**src/rtl/rst_origin_seq.sv**
```systemverilog
module rst_origin_seq #(
  parameter int DRIVE_CYC = 4,
  parameter int WAIT_CYC  = 2
) (
  input  logic clk,
  input  logic rst_n,
  input  logic fault_req,
  input  logic pin_in,
  output logic pin_drive,
  output logic src_ext,
  output logic start
);
  localparam int CMAX = (DRIVE_CYC > WAIT_CYC) ? DRIVE_CYC : WAIT_CYC;
  localparam int CW   = $clog2(CMAX + 1);
  localparam logic [CW-1:0] DLAST = CW'(DRIVE_CYC - 1);
  localparam logic [CW-1:0] WLAST = CW'(WAIT_CYC - 1);

  typedef enum logic [2:0] {S_IDLE, S_DRIVE, S_WAIT, S_SAMPLE, S_HOLD} st_t;

  st_t           st;
  logic [CW-1:0] cnt;
  logic          seen_hi;

  assign pin_drive = (st == S_DRIVE);

  always_ff @(posedge clk or negedge rst_n) begin
    if (!rst_n) begin
      st      <= S_IDLE;
      cnt     <= '0;
      seen_hi <= 1'b0;
      src_ext <= 1'b0;
      start   <= 1'b0;
    end else begin
      start <= 1'b0;
      if (fault_req) begin
        st      <= S_DRIVE;
        cnt     <= '0;
        seen_hi <= 1'b0;
      end else begin
        case (st)
          S_IDLE: if (!pin_in) begin
            st      <= S_HOLD;
            src_ext <= 1'b1;
            seen_hi <= 1'b0;
          end
          S_DRIVE: if (cnt == DLAST) begin
            st  <= S_WAIT;
            cnt <= '0;
          end else cnt <= cnt + 1'b1;
          S_WAIT: if (cnt == WLAST) begin
            st  <= S_SAMPLE;
            cnt <= '0;
          end else cnt <= cnt + 1'b1;
          S_SAMPLE: begin
            src_ext <= ~pin_in;
            seen_hi <= pin_in;
            st      <= S_HOLD;
          end
          S_HOLD: if (pin_in && seen_hi) begin
            start   <= 1'b1;
            seen_hi <= 1'b0;
            st      <= S_IDLE;
          end else seen_hi <= pin_in;
          default: st <= S_IDLE;
        endcase
      end
    end
  end

  AST_START_ONE_CYCLE: assert property (@(posedge clk) disable iff (!rst_n)
    start |=> !start);
  AST_START_AFTER_TWO_HIGH: assert property (@(posedge clk) disable iff (!rst_n)
    $rose(start) |-> ($past(pin_in) && $past(pin_in, 2)));
  AST_REQ_DRIVES: assert property (@(posedge clk) disable iff (!rst_n)
    fault_req |=> pin_drive);
  AST_NO_DRIVE_AT_START: assert property (@(posedge clk) disable iff (!rst_n)
    start |-> !pin_drive);
  AST_IDLE_LOW_EXT: assert property (@(posedge clk) disable iff (!rst_n)
    (st == S_IDLE && !pin_in && !fault_req) |=> (src_ext && !pin_drive));
  AST_CLASS_HELD: assert property (@(posedge clk) disable iff (!rst_n)
    (st == S_HOLD && $past(st == S_HOLD)) |-> $stable(src_ext));
endmodule

```
**config.mk**
```make
export PLATFORM = sky130hd
export DESIGN_NAME = rst_origin_seq
export DESIGN_NICKNAME = d
export VERILOG_FILES = /design/src/rtl/rst_origin_seq.sv
export SDC_FILE = /design/constraint.sdc
export NUM_CORES = 1
export LEC_CHECK = 0
export ABC_CLOCK_PERIOD_IN_PS = 1300
export BUFFER_PORTS_ARGS = -buffer_cell sky130_fd_sc_hd__buf_2
export CORE_AREA = 2 2 39 41
export CTS_BUF_LIST = sky130_fd_sc_hd__clkbuf_16
export CTS_CLUSTER_DIAMETER = 150
export DETAILED_ROUTE_END_ITERATION = 8
export DIE_AREA = 0 0 41 43
export PLACE_DENSITY = 0.67
export SLEW_MARGIN = 5
export SYNTH_ARGS = -nofsm -noshare
export SYNTH_HDL_FRONTEND = slang
export SYNTH_SLANG_ARGS = --single-unit
```
**constraint.sdc**
```tcl
create_clock -name clk -period 1.3 [get_ports clk]
set_input_delay 0.065 -clock clk [delete_from_list [all_inputs] [get_ports clk]]
set_output_delay 0.065 -clock clk [all_outputs]
set_load 0.02 [all_outputs]
```
==> results of run 1 <==
-- power by group through the flow --
stage          sequential, mW  combinational [mW]  clock (mW)
5_1_grt                 0.434               0.810       0.560
3_3_place_gp            0.405               0.574           0
6_report                0.422               0.750       0.537
4_1_cts                 0.405               0.612       0.542
2_1_floorplan           0.413               0.414           0
3_5_place_dp            0.406               0.581           0
-- sequential cells by signal, summed over array words and instances, names as in the netlist --
name / cells
cnt: 3
seen_hi: 1
src_ext: 1
st: 3
start: 1
-- layer usage --
metal / vias up / GRT usage (%)
li1: 264 / -
met1: 270 / 29.7
met2: 26 / 29.4
met3: 4 / 4.71
met4: 0 / 10.0
met5: - / 0
-- final cells by class --
class                   count  share of cell area (%)
clock inverters             1                   0.444
flip-flops and latches      9                    26.8
clock buffers               3                    8.88
multi-input cells          46                    47.0
well taps                  16                    2.37
repair buffers             15                    11.8
inverters                   6                    2.66
-- cells in the final DEF, fill, tap and decap left out, types with 2 or more instances in the layout --
cell type / synthesis / layout
dfrtp_1: 9 / 8
inv_1: 6 / 7
nand2b_1: 3 / 2
nand2_1: 4 / 4
buf_4: 2 / 8
o22ai_2: 0 / 2
nor2_1: 9 / 9
a21oi_2: 1 / 2
ha_4: 0 / 2
a21oi_1: 3 / 2
a21o_1: 2 / 2
nor3_1: 2 / 2
buf_2: 2 / 6
clkbuf_16: 0 / 3
-- critical path: cells and delay by family (launching register included) --
| kind | cells | cell delay (ps) |
|---|---|---|
| AOI/OAI and AO/OA | 2 | 430 |
| DFF | 1 | 410 |
| and+or+nand+nor | 2 | 330 |
-- repair_timing --
action,in CTS,in global routing
resized for setup,2,12
hold endpoints to repair,9,0
buffers inserted,1,1
gates cloned,0,0
pin swaps,2,6
hold buffers,1,0
setup endpoints to repair,4,5
-- cells by family after synthesis --
| kind of cell | count (synthesis) |
|---|---|
| AO/OA/AOI/OAI | 18 |
| adder cells (fa/ha/maj) | 4 |
| buffers and inverters | 10 |
| flip-flops | 9 |
| AND/OR/NAND/NOR | 24 |
-- worst min path at each step --
stage               startpoint      to
global placement         rst_n  cnt[1]
detailed placement       rst_n  cnt[1]
global route         fault_req  cnt[2]
floorplan                rst_n  cnt[0]
finish               fault_req  cnt[2]
CTS                  fault_req   st[1]
==> metrics.txt, run 1 <==
fraction of layout cells with a size suffix above 1 43.8%; Worst Path Max Fanout 5; drt total wl 1530 µm; Residual DRC 0; CTS tree yes; die extent in y 43 µm; post-synth top area cell dfrtp_1; grt ovf 0; num ports 7; total global routing track utilization 21.0%; adder-cell share of the synthesized area 8.39%; number of global-route vias before repair 535; met3 WL 86 µm; Vias/cell 5.88; Comb power frac 43.9%; drt wl/cell 16.0 µm; first-pass GRT wire length 2440 µm; ys flop type dfrtp_1; CTS Buffer Depth 2; reg-to-reg critical path endpoint cnt[0]; Multi-input gate area 398 µm²; drt first pass iters 4; antenna fix cells 0; root buffer cell clkbuf_16; Cell Rows 14; Critical Path Max Stage Delay 410 ps; Pwr Total 1.71 mW; power share of the clock group 31.4%; Leak Pwr 0.387 nW; final hold viol count 0; Final Critical Period 1300 ps; total CTS buffers 3; Avg Inst Size Synth 9.18 µm²; max cap viols 0; type of the tightest min-delay check primary input to register; Post-Syn Nets 73; Setup WS pre-CTS -21.1 ps; CP startpoint st[0]; ys async rst share 100%; RePlAce Congestion 0.807; f_max 771 MHz; critical path arrival 1400 ps; Worst Max-Slew Pin Slew 243 ps; Int Power 1.09 mW; library cells used by synthesis 27; RR Startpoint st[0]; met1 wire length 652 µm; sequential share of power 24.7%; Req. time, crit path 1410 ps; Reg2Reg Setup Slack 3 ps; Design Area, Final 846 µm²; Met2 Wirelength 782 µm; via count 564; Post-synth EDFFs 0; P_sw 617 µW; # H-tree levels 1; startpoint class of the critical path register; area delta synth->final 41.7%; sequential fraction of the synthesis area 37.7%; final worst slack 3.32 ps; Layout Skew 7.12 ps; post-place instance area 667 µm²; hold depth 2; slowest stage cell, crit path dfrtp_1; Storage cell area 226 µm²; Cell Area, Synth 597 µm²; Post-Layout Cell Count 96; RSZ-0062 raised after global routing true; r2r worst-path depth 4; Crit Path Category register to register; pwr dens 2020 mW/mm²; largest family of logic cells by synthesized area compound AO/OA/AOI/OAI gates; fraction of the cycle the final worst path needs 99.7%; Placed Cells incl. Taps 89; Yosys top cell area share 37.7%; switch share 36.1%; CP cell instances nand2b_2 -> a21o_1 -> a22oi_2 -> nor2_1; Slew Limit Headroom 83.7%; Post-Synth XOR/XNOR Area 0%; Die ar. 0.00176 mm²; highest routed layer met4; port bufs 6; Syn Inst Count 65; Worst setup endpoint cnt[0]; Setup TNS Final 0 ps; synth cell count leaders dfrtp_1, nor2_1, inv_1, ha_1, nand2_1; number of DRC markers in iteration 0 30; Crit. End Element register; CTS clock-pin slew for the worst setup and hold paths 40 ps; Nets 89; number of synthesized register bits 9; initial antenna violation count 0; Min Hold Slack 128 ps; status completed; worst skew pair latency 240 ps; Initial Utilization 43.1%; yosys warns 0; Die X-Extent 41 µm; top cells by area, synth dfrtp_1, ha_1, nor2_1; core area 0.00138 mm²; DRT antenna net count 0; mux cell area share after synthesis 0%; final slew viol count 0; post-layout util 61.1%; final setup fails 0; largest net degree at the start of global routing 11; worst vdd ir 1.39 mV; area share of and/or/nand/nor cells after synthesis 22.6%; Compound-Gate Fraction of Synth Area 23.3%; number of fill cells 99; Clock Sinks 9; dpl hpwl 861 µm
Power figures use the tool's default switching activity.
==> run 2, diff against run 1 <==
Settings changed: ABC_CLOCK_PERIOD_IN_PS 1300 to 1600, PLACE_DENSITY 0.67 to 0.65.
Clock period 1.3 ns to 1.6 ns, I/O delays scaled along.
==> metrics.txt, run 2 (synthesized netlist as in run 1, its figures left out) <==
number of fill cells 133 (was 99); f_max 708 MHz (was 771 MHz); worst vdd ir 1.03 mV (was 1.39 mV); startpoint class of the critical path register (unchanged); num ports 7 (unchanged); Crit Path Category register to register (unchanged); max cap viols 0 (unchanged); switch share 33.2% (was 36.1%); final setup fails 0 (unchanged); dpl hpwl 853 µm (was 861 µm); Final Critical Period 1410 ps (was 1300 ps); Storage cell area 225 µm² (was 226 µm²); total CTS buffers 3 (unchanged); most frequent cells in the layout nor2_1, dfrtp_1, inv_1 (was nor2_1, dfrtp_1, buf_4); fraction of layout cells with a size suffix above 1 23.0% (was 43.8%); final hold viol count 0 (unchanged); fraction of the cycle the final worst path needs 88.2% (was 99.7%); slowest stage cell, crit path dfrtp_1 (unchanged); Layout Skew 0.400 ps (was 7.12 ps); RePlAce Congestion 0.784 (was 0.807); Worst Path Max Fanout 4 (was 5); Cell Rows 14 (unchanged); port bufs 6 (unchanged); Crit. End Element register (unchanged); Nets 83 (was 89); worst skew pair latency 230 ps (was 240 ps); pwr dens 1630 mW/mm² (was 2020 mW/mm²); CTS tree yes (unchanged); type of the tightest min-delay check primary input to register (unchanged); power share of the clock group 35.1% (was 31.4%); root buffer cell clkbuf_16 (unchanged); Die ar. 0.00176 mm² (unchanged); Slew Limit Headroom 69.3% (was 83.7%); CTS Buffer Depth 2 (unchanged); initial antenna violation count 0 (unchanged); Int Power 792 µW (was 1.09 mW); die extent in y 43 µm (unchanged); DRT antenna net count 0 (unchanged); Req. time, crit path 1750 ps (was 1410 ps); CP cell instances ha_1 -> ha_1 -> a21boi_2 -> o22ai_1 -> a21oi_1 (was nand2b_2 -> a21o_1 -> a22oi_2 -> nor2_1); # H-tree levels 1 (unchanged); P_sw 393 µW (was 617 µW); grt ovf 0 (unchanged); cts hold-fix bufs 1 (unchanged); Multi-input gate area 324 µm² (was 398 µm²); first-pass GRT wire length 2010 µm (was 2440 µm); drt total wl 1110 µm (was 1530 µm); RSZ-0062 raised after global routing false (was true); Leak Pwr 0.335 nW (was 0.387 nW); Critical Path Max Stage Delay 410 ps (about the same); via count 472 (was 564); Comb power frac 34.5% (was 43.9%); largest net degree at the start of global routing 15 (was 11); Resized cells post-CTS 0 (was 2); Setup TNS Final 0 ps (unchanged); Initial Utilization 43.1% (unchanged); critical path arrival 1560 ps (was 1400 ps); Residual DRC 0 (unchanged); number of global-route vias before repair 470 (was 535); area delta synth->final 21.6% (was 41.7%); Clock Sinks 9 (unchanged); status completed (unchanged); post-layout util 52.4% (was 61.1%); drt wl/cell 12.3 µm (was 16.0 µm); postcts setup bufs 0 (was 1); antenna fix cells 0 (unchanged); core area 0.00138 mm² (unchanged); Worst Max-Slew Pin Slew 460 ps (was 243 ps); total global routing track utilization 17.6% (was 21.0%); Vias/cell 5.24 (was 5.88); Largest regs cnt x3, st x3 (unchanged); number of DRC markers in iteration 0 3 (was 30); final slew viol count 0 (unchanged); CTS clock-pin slew for the worst setup and hold paths 40 ps (about the same); sequential share of power 30.4% (was 24.7%); drt first pass iters 3 (was 4); crit-path most repeated cell ha_1; Die X-Extent 41 µm (unchanged)
[run 2: cell count changes in the layout (fill, tap and decap cells not counted), moves of 2 or more]
cell	delta
o22ai_2	-2
buf_4	-6
ha_4	-2
o22ai_1	+2
ha_1	+3
[run 2: final timing paths]
kind	startpoint	end	slack, ps	cells past startpoint
max	cnt[0]	cnt[2]	190	5
min	pin_in	start	170	3
max reg2reg	cnt[0]	cnt[2]	190	5
min reg2reg	src_ext	src_ext	560	2
max in group asynchronous	rst_n	start	1190	2
min in group asynchronous	rst_n	cnt[1]	240	2
[run 2: power groups by stage]
stage          registers, mW  logic, mW  clock network [mW]
6_report               0.360      0.409               0.416
5_1_grt                0.373      0.461               0.443
4_1_cts                0.358      0.414               0.424
3_5_place_dp           0.360      0.410                   0
3_3_place_gp           0.361      0.403                   0
2_1_floorplan          0.336      0.336                   0
[run 2: routing by layer]
metal  track usage (%)  vias up  share of wire (%)
met4              12.0        0                1.4
met5                 0        -                  0
met3              4.71        2                1.3
li1                  -      247                  -
met2              23.4        2                 47
met1              23.8      221                 50
[run 2: critical path: cells and delay by family (launching register included)]
family,cells,cell delay [ps]
compound gates,3,400
fa+ha+maj,2,530
flops,1,410
[run 2: cell type report]
| type | count | area share (%) |
|---|---|---|
| inverters | 6 | 3.10 |
| multi-input cells | 46 | 44.7 |
| clock buffers | 3 | 10.3 |
| repair buffers | 9 | 7.59 |
| well taps | 16 | 2.76 |
| flip-flops and latches | 9 | 31.0 |
| clock inverters | 1 | 0.517 |
[run 2: per-stage QoR]
stage	setup WS (ps)	cell area, µm²	hold slack [ps]	total power [mW]	cells
finish	188	726	171	1.18	90
global route	127	726	199	1.28	90
CTS	204	726	174	1.20	90
detailed placement	214	637	-64.5	0.770	85
global placement	241	637	-66.5	0.764	85
floorplan	322	597	-216	0.672	65
==> run 3, diff against run 2 <==
Settings changed: CELL_PAD_IN_SITES_DETAIL_PLACEMENT from default to 1, CELL_PAD_IN_SITES_GLOBAL_PLACEMENT from default to 1, CORE_AREA 2 2 39 41 to default, CORE_MARGIN from default to 2, CORE_UTILIZATION from default to 44, DIE_AREA 0 0 41 43 to default, PLACE_DENSITY 0.65 to 0.8.
==> metrics.txt, run 3 (synthesized netlist as in run 1, its figures left out) <==
dpl hpwl 987 µm (was 853 µm); die extent in y 40.8 µm (was 43 µm); Setup WS pre-CTS 229 ps (was 214 ps); Die ar. 0.00167 mm² (was 0.00176 mm²); port bufs 6 (unchanged); grt peak-use layer met2 (was met1); first-pass GRT wire length 2480 µm (was 2010 µm); type of the tightest min-delay check primary input to register (unchanged); cts hold-fix bufs 1 (unchanged); drt total wl 1540 µm (was 1110 µm); critical path arrival 1600 ps (was 1560 ps); via count 511 (was 472); met1 Use GR 30.5% (was 23.8%); area delta synth->final 21.4% (was 21.6%); f_max 688 MHz (was 708 MHz); Vias/cell 5.74 (was 5.24); CTS clock-pin slew for the worst setup and hold paths 40 ps (about the same); CTS Buffer Depth 2 (unchanged); status completed (unchanged); num ports 7 (unchanged); max cap viols 0 (unchanged); most frequent cells in the layout nor2_1, dfrtp_1, inv_1 (unchanged); number of global-route vias before repair 540 (was 470); # H-tree levels 1 (unchanged); startpoint class of the critical path register (unchanged); Die X-Extent 40.8 µm (was 41 µm); Resized cells post-CTS 0 (unchanged); root buffer cell clkbuf_16 (unchanged); total CTS buffers 3 (unchanged); Crit. End Element register (unchanged); RSZ-0062 raised after global routing false (unchanged); Residual DRC 0 (unchanged); Worst setup endpoint cnt[2] (unchanged); grt ovf 0 (unchanged); RePlAce Congestion 0.789 (was 0.784); drt wl/cell 17.3 µm (was 12.3 µm); number of DRC markers in iteration 0 9 (was 3); initial antenna violation count 0 (unchanged); fraction of the cycle the final worst path needs 90.8% (was 88.2%); r2r worst-path depth 5 (unchanged); reg-to-reg critical path endpoint cnt[2] (unchanged); Worst Max-Slew Pin Slew 455 ps (was 460 ps); Setup TNS Final 0 ps (unchanged); largest net degree at the start of global routing 15 (unchanged); final worst slack 147 ps (was 188 ps); Reg2Reg Setup Slack 150 ps (was 190 ps); GR Util met2 37.5% (was 23.4%); RR Startpoint cnt[0] (unchanged); Slew Limit Headroom 69.6% (was 69.3%); Largest regs cnt x3, st x3 (unchanged); Clock Sinks 9 (unchanged); worst skew pair latency 230 ps (about the same); Initial Utilization 46.4% (was 43.1%); core area 0.00128 mm² (was 0.00138 mm²); Layout Skew 3.92 ps (was 0.400 ps); antenna fix cells 0 (unchanged); Req. time, crit path 1750 ps (about the same); final slew viol count 0 (unchanged); worst vdd ir 0.963 mV (was 1.03 mV); CTS tree yes (unchanged); Leak Pwr 0.336 nW (was 0.335 nW); Cell Rows 13 (was 14); final setup fails 0 (unchanged); total global routing track utilization 23.5% (was 17.6%); CP startpoint cnt[0] (unchanged); Worst Path Max Fanout 4 (unchanged); fraction of layout cells with a size suffix above 1 23.0% (unchanged); DRT antenna net count 0 (unchanged); Nets 83 (unchanged); Final Critical Period 1450 ps (was 1410 ps); GR Util met3 4.89% (was 4.71%); pwr dens 1700 mW/mm² (was 1630 mW/mm²); postcts setup bufs 0 (unchanged); drt first pass iters 4 (was 3); final hold viol count 0 (unchanged); Crit Path Category register to register (unchanged)
run 3: cell counts in the layout (fill, tap and decap cells not counted):
Identical to the previous run, type by type.
run 3: area by class of cell:
type | instances | area, µm²
Clock inverter | 1 | 3.75
Multi-Input combinational cell | 46 | 324
Sequential cell | 9 | 225
Clock buffer | 3 | 75.1
Timing Repair Buffer | 9 | 55.1
Tap cell | 15 | 18.8
Inverter | 6 | 22.5
Fill cell | 140 | 561
run 3: per-stage QoR:
| step | utilization [%] | hold WS (ps) | cells | area [µm²] | power [mW] |
|---|---|---|---|---|---|
| floorplan | - | -216 | 65 | 597 | 0.672 |
| finish | 56.4 | 181 | 89 | 724 | 1.23 |
| global route | 56.4 | 190 | 89 | 724 | 1.29 |
| global placement | 49.5 | -67.7 | 84 | 636 | 0.757 |
| CTS | 56.4 | 176 | 89 | 724 | 1.23 |
| detailed placement | 49.5 | -67.1 | 84 | 636 | 0.770 |
run 3: report_power, final:
group,internal [mW],total [mW],switching (mW)
combinational,0.182,0.432,0.250
clock,0.326,0.431,0.105
sequential,0.278,0.365,0.0869
run 3: per-layer routing:
metal | vias up | wire (µm) | part of all wire, %
met2 | 11 | 767 | 50
li1 | 248 | - | -
met4 | 0 | 0 | 0
met3 | 0 | 41 | 2.7
met1 | 252 | 728 | 47
met5 | - | 0 | 0
run 3: how the worst min path moves through the flow:
stage | startpoint | slack, ps | endpoint | cells after the start
2_1_floorplan | rst_n | -220 | cnt[0] | 0
3_3_place_gp | rst_n | -70 | st[1] | 1
5_1_grt | fault_req | 190 | cnt[0] | 2
6_report | fault_req | 180 | start | 2
3_5_place_dp | rst_n | -70 | cnt[2] | 1
4_1_cts | fault_req | 180 | start | 2
run 3: worst max-delay path, stage by stage, from the launching register on:
cell	delay, ps
dfrtp_1	410
ha_1	240
ha_1	290
a21boi_2	150
o22ai_1	100
a21oi_1	170
